**src/rtl/imul24_pkg.sv**
```systemverilog
`timescale 1ns/1ps
// Shared types for the 24-bit multiply unit.
// Assumes: the kind index order (signed low, signed high, unsigned low,
// unsigned high) matches the opcode order within each generation.
package imul24_pkg;

    typedef enum logic [1:0] {
        KIND_S_LO = 2'd0,
        KIND_S_HI = 2'd1,
        KIND_U_LO = 2'd2,
        KIND_U_HI = 2'd3
    } mul_kind_e;

    typedef struct packed {
        logic legal;
        logic is_signed;
        logic take_high;
    } mul_ctl_t;

endpackage

```
**src/rtl/imul24_decode.sv**
```systemverilog
`timescale 1ns/1ps
// Opcode decoder: maps an opcode and a generation select onto the
// control bits of the multiply.
// Assumes: four consecutive compact opcodes per generation, and the
// extended form adds EXT_OFFSET. Purely combinational.
module imul24_decode
    import imul24_pkg::*;
#(
    parameter int OP_W       = 9,
    parameter int EXT_OFFSET = 256,
    parameter int GEN0_BASE  = 9,
    parameter int GEN1_BASE  = 6
) (
    input  logic [OP_W-1:0] op,
    input  logic            gen,
    output mul_ctl_t        ctl
);
    localparam logic [OP_W-1:0] EXT_L   = OP_W'(EXT_OFFSET);
    localparam logic [OP_W-1:0] BASE0_L = OP_W'(GEN0_BASE);
    localparam logic [OP_W-1:0] BASE1_L = OP_W'(GEN1_BASE);

    logic [OP_W-1:0] compact;
    logic [OP_W-1:0] base;
    logic [OP_W-1:0] diff;
    mul_kind_e       kind;

    // Fold the extended form onto the compact one and locate the kind index.
    always_comb begin
        compact   = (op >= EXT_L) ? (op - EXT_L) : op;
        base      = gen ? BASE1_L : BASE0_L;
        diff      = compact - base;
        kind      = mul_kind_e'(diff[1:0]);
        ctl.legal = (compact >= base) && (diff[OP_W-1:2] == '0);
        ctl.is_signed = (kind == KIND_S_LO) || (kind == KIND_S_HI);
        ctl.take_high = (kind == KIND_S_HI) || (kind == KIND_U_HI);
    end

endmodule

```
**src/rtl/imul24_opnd.sv**
```systemverilog
`timescale 1ns/1ps
// Operand former: keeps the low OPND_W bits of a source word and adds
// one top bit, which is the sign copy for signed operations and zero
// otherwise. The result is a signed operand one bit wider.
// Assumes: SRC_W >= OPND_W.
module imul24_opnd #(
    parameter int SRC_W  = 32,
    parameter int OPND_W = 24
) (
    input  logic [SRC_W-1:0]         src,
    input  logic                     is_signed,
    output logic signed [OPND_W:0]   opnd
);
    // Drop the upper source bits and attach the extension bit.
    always_comb begin
        opnd = {is_signed & src[OPND_W-1], src[OPND_W-1:0]};
    end

endmodule

```
**src/rtl/imul24_prod.sv**
```systemverilog
`timescale 1ns/1ps
// Product and result selection: a signed multiply of two extended
// operands, then either the low RES_W bits or the bits above them,
// sign-extended. For unsigned operands the upper bits are zero, so one
// path covers both sign modes.
// Assumes: 2*(OPND_W+1) > RES_W and 2*(OPND_W+1) - RES_W <= RES_W.
module imul24_prod #(
    parameter int OPND_W = 24,
    parameter int RES_W  = 32
) (
    input  logic signed [OPND_W:0] a,
    input  logic signed [OPND_W:0] b,
    input  logic                   take_high,
    input  logic                   legal,
    output logic [RES_W-1:0]       res
);
    localparam int PROD_W = 2 * (OPND_W + 1);
    localparam int HI_W   = PROD_W - RES_W;

    logic signed [PROD_W-1:0] prod;
    logic signed [HI_W-1:0]   hi_part;
    logic [RES_W-1:0]         hi_ext;

    // Form the product and pick the requested half.
    always_comb begin
        prod    = a * b;
        hi_part = prod[PROD_W-1:RES_W];
        hi_ext  = RES_W'(hi_part);
        if (!legal)
            res = '0;
        else if (take_high)
            res = hi_ext;
        else
            res = prod[RES_W-1:0];
    end

endmodule

```
**src/rtl/imul24_unit.sv**
```systemverilog
`timescale 1ns/1ps
// Two-stage 24-bit integer multiply unit. Stage 1 registers the decoded
// control and the formed operands. Stage 2 registers the product result.
// Both stages advance together whenever the output is empty or being
// taken, so in_ready drops only while a result waits at the output.
// Assumes: synchronous active-low reset. Opcodes that do not decode
// travel the pipeline and come out flagged with a zero result.
module imul24_unit
    import imul24_pkg::*;
#(
    parameter int SRC_W      = 32,
    parameter int OPND_W     = 24,
    parameter int OP_W       = 9,
    parameter int EXT_OFFSET = 256,
    parameter int GEN0_BASE  = 9,
    parameter int GEN1_BASE  = 6
) (
    input  logic             clk,
    input  logic             rst_n,
    input  logic             in_valid,
    output logic             in_ready,
    input  logic [OP_W-1:0]  in_op,
    input  logic             in_gen,
    input  logic [SRC_W-1:0] in_a,
    input  logic [SRC_W-1:0] in_b,
    output logic             out_valid,
    input  logic             out_ready,
    output logic [SRC_W-1:0] out_result,
    output logic             out_illegal
);
    localparam int N_SRC = 2;
    localparam int OPX_W = OPND_W + 1;

    mul_ctl_t                dec_ctl;
    logic [SRC_W-1:0]        src_w [N_SRC];
    logic signed [OPX_W-1:0] opx_w [N_SRC];
    logic [SRC_W-1:0]        prod_res;
    logic                    advance;

    logic                    s1_vld;
    mul_ctl_t                s1_ctl;
    logic signed [OPX_W-1:0] s1_opx [N_SRC];

    logic                    s2_vld;
    logic [SRC_W-1:0]        s2_res;
    logic                    s2_ill;

    // Both stages move when the output is free or is being consumed.
    always_comb begin
        advance  = !s2_vld || out_ready;
        src_w[0] = in_a;
        src_w[1] = in_b;
    end

    imul24_decode #(
        .OP_W       (OP_W),
        .EXT_OFFSET (EXT_OFFSET),
        .GEN0_BASE  (GEN0_BASE),
        .GEN1_BASE  (GEN1_BASE)
    ) u_decode (
        .op  (in_op),
        .gen (in_gen),
        .ctl (dec_ctl)
    );

    for (genvar gi = 0; gi < N_SRC; gi++) begin : g_opnd
        imul24_opnd #(
            .SRC_W  (SRC_W),
            .OPND_W (OPND_W)
        ) u_opnd (
            .src       (src_w[gi]),
            .is_signed (dec_ctl.is_signed),
            .opnd      (opx_w[gi])
        );

        // Stage 1 operand register for this source.
        always_ff @(posedge clk) begin
            if (!rst_n)
                s1_opx[gi] <= '0;
            else if (advance && in_valid)
                s1_opx[gi] <= opx_w[gi];
        end
    end

    // Stage 1 valid and control register.
    always_ff @(posedge clk) begin
        if (!rst_n) begin
            s1_vld <= 1'b0;
            s1_ctl <= '0;
        end else if (advance) begin
            s1_vld <= in_valid;
            if (in_valid)
                s1_ctl <= dec_ctl;
        end
    end

    imul24_prod #(
        .OPND_W (OPND_W),
        .RES_W  (SRC_W)
    ) u_prod (
        .a         (s1_opx[0]),
        .b         (s1_opx[1]),
        .take_high (s1_ctl.take_high),
        .legal     (s1_ctl.legal),
        .res       (prod_res)
    );

    // Stage 2 output register, held while the consumer stalls.
    always_ff @(posedge clk) begin
        if (!rst_n) begin
            s2_vld <= 1'b0;
            s2_res <= '0;
            s2_ill <= 1'b0;
        end else if (advance) begin
            s2_vld <= s1_vld;
            if (s1_vld) begin
                s2_res <= prod_res;
                s2_ill <= !s1_ctl.legal;
            end
        end
    end

    // Drive the ports from the pipeline state.
    always_comb begin
        in_ready    = advance;
        out_valid   = s2_vld;
        out_result  = s2_res;
        out_illegal = s2_ill;
    end

endmodule

```
**config.mk**
```make
export PLATFORM = sky130hd
export DESIGN_NAME = imul24_unit
export DESIGN_NICKNAME = d
export VERILOG_FILES = /design/src/rtl/imul24_pkg.sv /design/src/rtl/imul24_decode.sv /design/src/rtl/imul24_opnd.sv /design/src/rtl/imul24_prod.sv /design/src/rtl/imul24_unit.sv
export SDC_FILE = /design/constraint.sdc
export NUM_CORES = 2
export LEC_CHECK = 0
export BUFFER_PORTS_ARGS = -buffer_cell sky130_fd_sc_hd__buf_4
export CAP_MARGIN = 20
export CORE_ASPECT_RATIO = 1.25
export CORE_UTILIZATION = 30
export CTS_BUF_LIST = sky130_fd_sc_hd__clkbuf_4 sky130_fd_sc_hd__clkbuf_8 sky130_fd_sc_hd__clkbuf_16
export DETAILED_ROUTE_END_ITERATION = 10
export PLACE_DENSITY = 0.48
export SLEW_MARGIN = 20
export SYNTH_ARGS = -nofsm -noshare
export SYNTH_HDL_FRONTEND = slang
export SYNTH_HIERARCHICAL = 1
export SYNTH_SLANG_ARGS = --single-unit
```
**constraint.sdc**
```tcl
create_clock -name clk -period 7.7 [get_ports clk]
set_input_delay 0.77 -clock clk [delete_from_list [all_inputs] [get_ports clk]]
set_output_delay 0.77 -clock clk [all_outputs]
set_load 0.1 [all_outputs]
```
==> reports/qor.txt <==
DP Area: 0.0299 mm2
Least-Margin Pin Slew: 1.01 ns
HPWL after DPL: 63.8 mm
Synth Area in XOR/XNOR: 1.80%
P_sw: 0.00686 W
Clk network pwr share: 3.7%
final worst path period need: 7.40 ns
CP endpoint kind: flip-flop
post-synthesis compound-gate area fraction: 4.77%
CTS Root Cell: clkbuf_16
CP arrival: 7.63 ns
sequential element share of the synthesized area: 8.24%
Post-CTS Hold Fix Bufs: 0
final setup violation count: 0
critical path's slowest cell: fa_1
CTS tree: yes
Vias/cell: 4.52
CP startpoint kind: flip-flop
worst hold start: out_result[23]
total of warnings raised by yosys: 6
Internal: 0.00572 W
CTS Buf Count: 9
total number of vias: 18800
Core ar.: 0.0899 mm2
Antenna Nets Post-Route: 0
Max VDD drop: 421 uV
layout cells sized above 1: 11.4%
Hold Path Sink: out_result[23]
power share of the sequential group: 4.4%
final global-route overflow total: 0
worst hold path class: reg -> reg
CP max stage delay: 0.55 ns
maximum clock frequency: 135 MHz
row cnt: 123
EDFF count, synth: 50
Slew Viols, Final: 0
Starting Density: 30.3%
period utilization: 96.1%
Mapped Area: 0.0272 mm2
final core utilization: 33.8%
number of global-route vias before repair: 20900
GRT Overall Usage: 16.8%
final setup TNS: 0 ns
Clock Skew: 0.0158 ns
initial antenna violation count: 0
FF-to-FF End: out_result[28]
Distinct cells, synth: 65
most frequent cell after synthesis: fa_1
Synth top area share: 48.5%
I/O Buffers: 95
final worst setup slack: 0.300 ns
Die H: 339 um
relative slew slack: 32.2%
Sink Count: 87
simple-gate area share of the yosys netlist: 16.2%
DR iter-0 viols: 753
Final Cell Area: 0.0304 mm2
Layout fillers: 9483
cell count after synthesis: 2875
cell count after placement: 4128
mux share of post-synthesis cell area: 1.32%
pre-CTS WS: 0.143 ns
Critical R2R Launch: s1_opx[1][1]
Longest Clk Path Bufs: 2
Synth top cells by count: fa_1 (659), inv_1 (655), nand2_1 (401), and2_1 (316), ha_1 (145)
layout net count: 3843
largest family of logic cells by synthesized area: adder cells
Yosys reg bits: 87
mean post-synth cell area: 9.47 um2
synth top area cells: fa_1 (48%), inv_1 (9.0%), and2_1 (7.3%)
asr flop ratio synth: 0%
Pleak: 15.4 nW
Pre-antenna DRT Iters: 6
Worst Path Max Fanout: 15
CTS H-tree lvls: 3
post-synth top area cell: fa_1
R2R cell count: 27
Max Cap Viol: 0
Residual DRC: 0
Combinational Power Share: 91.9%
WL/cell: 17.8 um
post-synthesis net count: 3757
Most used DFF post-synth: edfxtp_1
status: finished clean
Area growth syn-to-layout: 11.7%
Clock transition at path regs: 0.07 ns
crit-path most repeated cell: fa_1
Routability Congestion: 0.829
pwr dens: 414 mW/mm2
first-pass GRT wire length: 118 mm
Top Ports: 113
Synth Area in Adders: 55.1%
Critical Path RT: 7.93 ns
pin count of the biggest net entering global routing: 72
Cell Count, Final, Fillers Out: 4155
Worst Hold Depth: 2
worst reg-to-reg setup slack: 0.30 ns
Chip Width: 271 um
die footprint: 0.0920 mm2
Final Hold Fails: 0
total wire length: 73.8 mm
CP Class: reg -> reg
Sw Share: 54.5%
Skew-Pair Late Insertion Delay: 0.38 ns
## final cells by class
type | instances | area (um2) | share of cell area (%)
well taps | 1187 | 1490 | 4.88
clock buffers | 11 | 264 | 0.868
multi-input cells | 1949 | 21600 | 71.1
clock inverters | 5 | 42.5 | 0.140
flip-flops and latches | 87 | 2240 | 7.37
diodes | 2 | 5.00 | 0.0165
inverters | 658 | 2470 | 8.13
repair buffers | 256 | 2280 | 7.50
## timing repair
| action | in CTS | in global routing |
|---|---|---|
| gates resized for setup | 0 | 14 |
| setup endpoints to repair | 0 | 26 |
| buffers inserted | 0 | 9 |
## kinds of logic (layout without fill, tap and decap cells)
| kind of cell | after synthesis | count (layout) |
|---|---|---|
| AND/OR/NAND/NOR | 866 | 866 |
| buffers and inverters | 839 | 930 |
| adder cells (fa/ha/maj) | 804 | 804 |
| AO/OA/AOI/OAI | 187 | 187 |
| flip-flops | 87 | 87 |
| XOR/XNOR | 56 | 56 |
| multiplexers | 36 | 36 |
| other | 0 | 2 |
## routing by layer
metal  vias up  track usage (%)  part of all wire (%)
met5         -                0                     0
li1       8550                -                     -
met2       291             32.0                    55
met1      9880             19.8                    40
met3        74             1.52                   2.3
met4         0             4.58                   2.8
## layout by cell type (no fill, tap or decap), types with 7 or more instances in the layout
cell type | synthesis | layout
edfxtp_1 | 50 | 50
a21o_1 | 28 | 28
nand4_1 | 12 | 12
o21ai_0 | 19 | 19
nor2_1 | 49 | 49
buf_12 | 0 | 28
nand2_1 | 401 | 399
o22ai_1 | 10 | 10
and2_1 | 316 | 316
and2_4 | 40 | 40
o21bai_1 | 8 | 8
a31oi_1 | 9 | 9
nand2b_1 | 12 | 12
xnor2_1 | 36 | 36
a21oi_1 | 48 | 46
xor2_1 | 20 | 20
fa_1 | 659 | 658
mux2i_1 | 36 | 36
ha_1 | 145 | 143
a21boi_1 | 14 | 12
and3_1 | 9 | 9
buf_4 | 48 | 226
inv_1 | 655 | 655
clkbuf_16 | 0 | 10
dfxtp_1 | 37 | 37
nand3_1 | 7 | 7
## state kept, by name (all words and copies together), names as in the netlist
| register | cells |
|---|---|
| out_result | 32 |
| out_valid | 1 |
| s1_vld | 1 |
| s1_opx | 50 |
| out_illegal | 1 |
| s1_ctl | 2 |
## critical path: cells and delay by family, from the launching register on
kind | cells | cell delay, ns
adders and majority gates | 8 | 3.92
AOI/OAI and AO/OA | 6 | 1.33
and+or+nand+nor | 6 | 0.82
buffers and inverters | 6 | 0.60
DFF | 1 | 0.53
muxes | 1 | 0.07
## per-stage QoR
step / hold WS, ns / total power [W]
after detailed placement: 0.451 / 0.0121
after global routing: 0.484 / 0.0139
final: 0.463 / 0.0126
after global placement: 0.449 / 0.0122
after CTS: 0.467 / 0.0127
after floorplan: 0.467 / 0.00786
## worst max path at each step
| stage | start | endpoint | slack, ns | cells after the start |
|---|---|---|---|---|
| after global routing | s1_opx[1][1] | out_result[28] | -0.01 | 27 |
| after CTS | s1_opx[0][14] | out_result[18] | 0.09 | 26 |
| after detailed placement | s1_opx[0][14] | out_result[18] | 0.14 | 26 |
| after floorplan | s1_opx[0][24] | out_result[21] | 0.52 | 26 |
| final | s1_opx[1][1] | out_result[28] | 0.30 | 27 |
| after global placement | s1_opx[0][14] | out_result[19] | 0.11 | 26 |
## power by group through the flow
stage          Sequential [W]  Combinational, W  Clock [W]
2_1_floorplan        0.000561           0.00729          0
3_3_place_gp         0.000574            0.0116          0
3_5_place_dp         0.000574            0.0115          0
4_1_cts              0.000564            0.0116   0.000485
6_report             0.000554            0.0116   0.000469
5_1_grt              0.000557            0.0129   0.000496
Power figures use the tool's default switching activity.
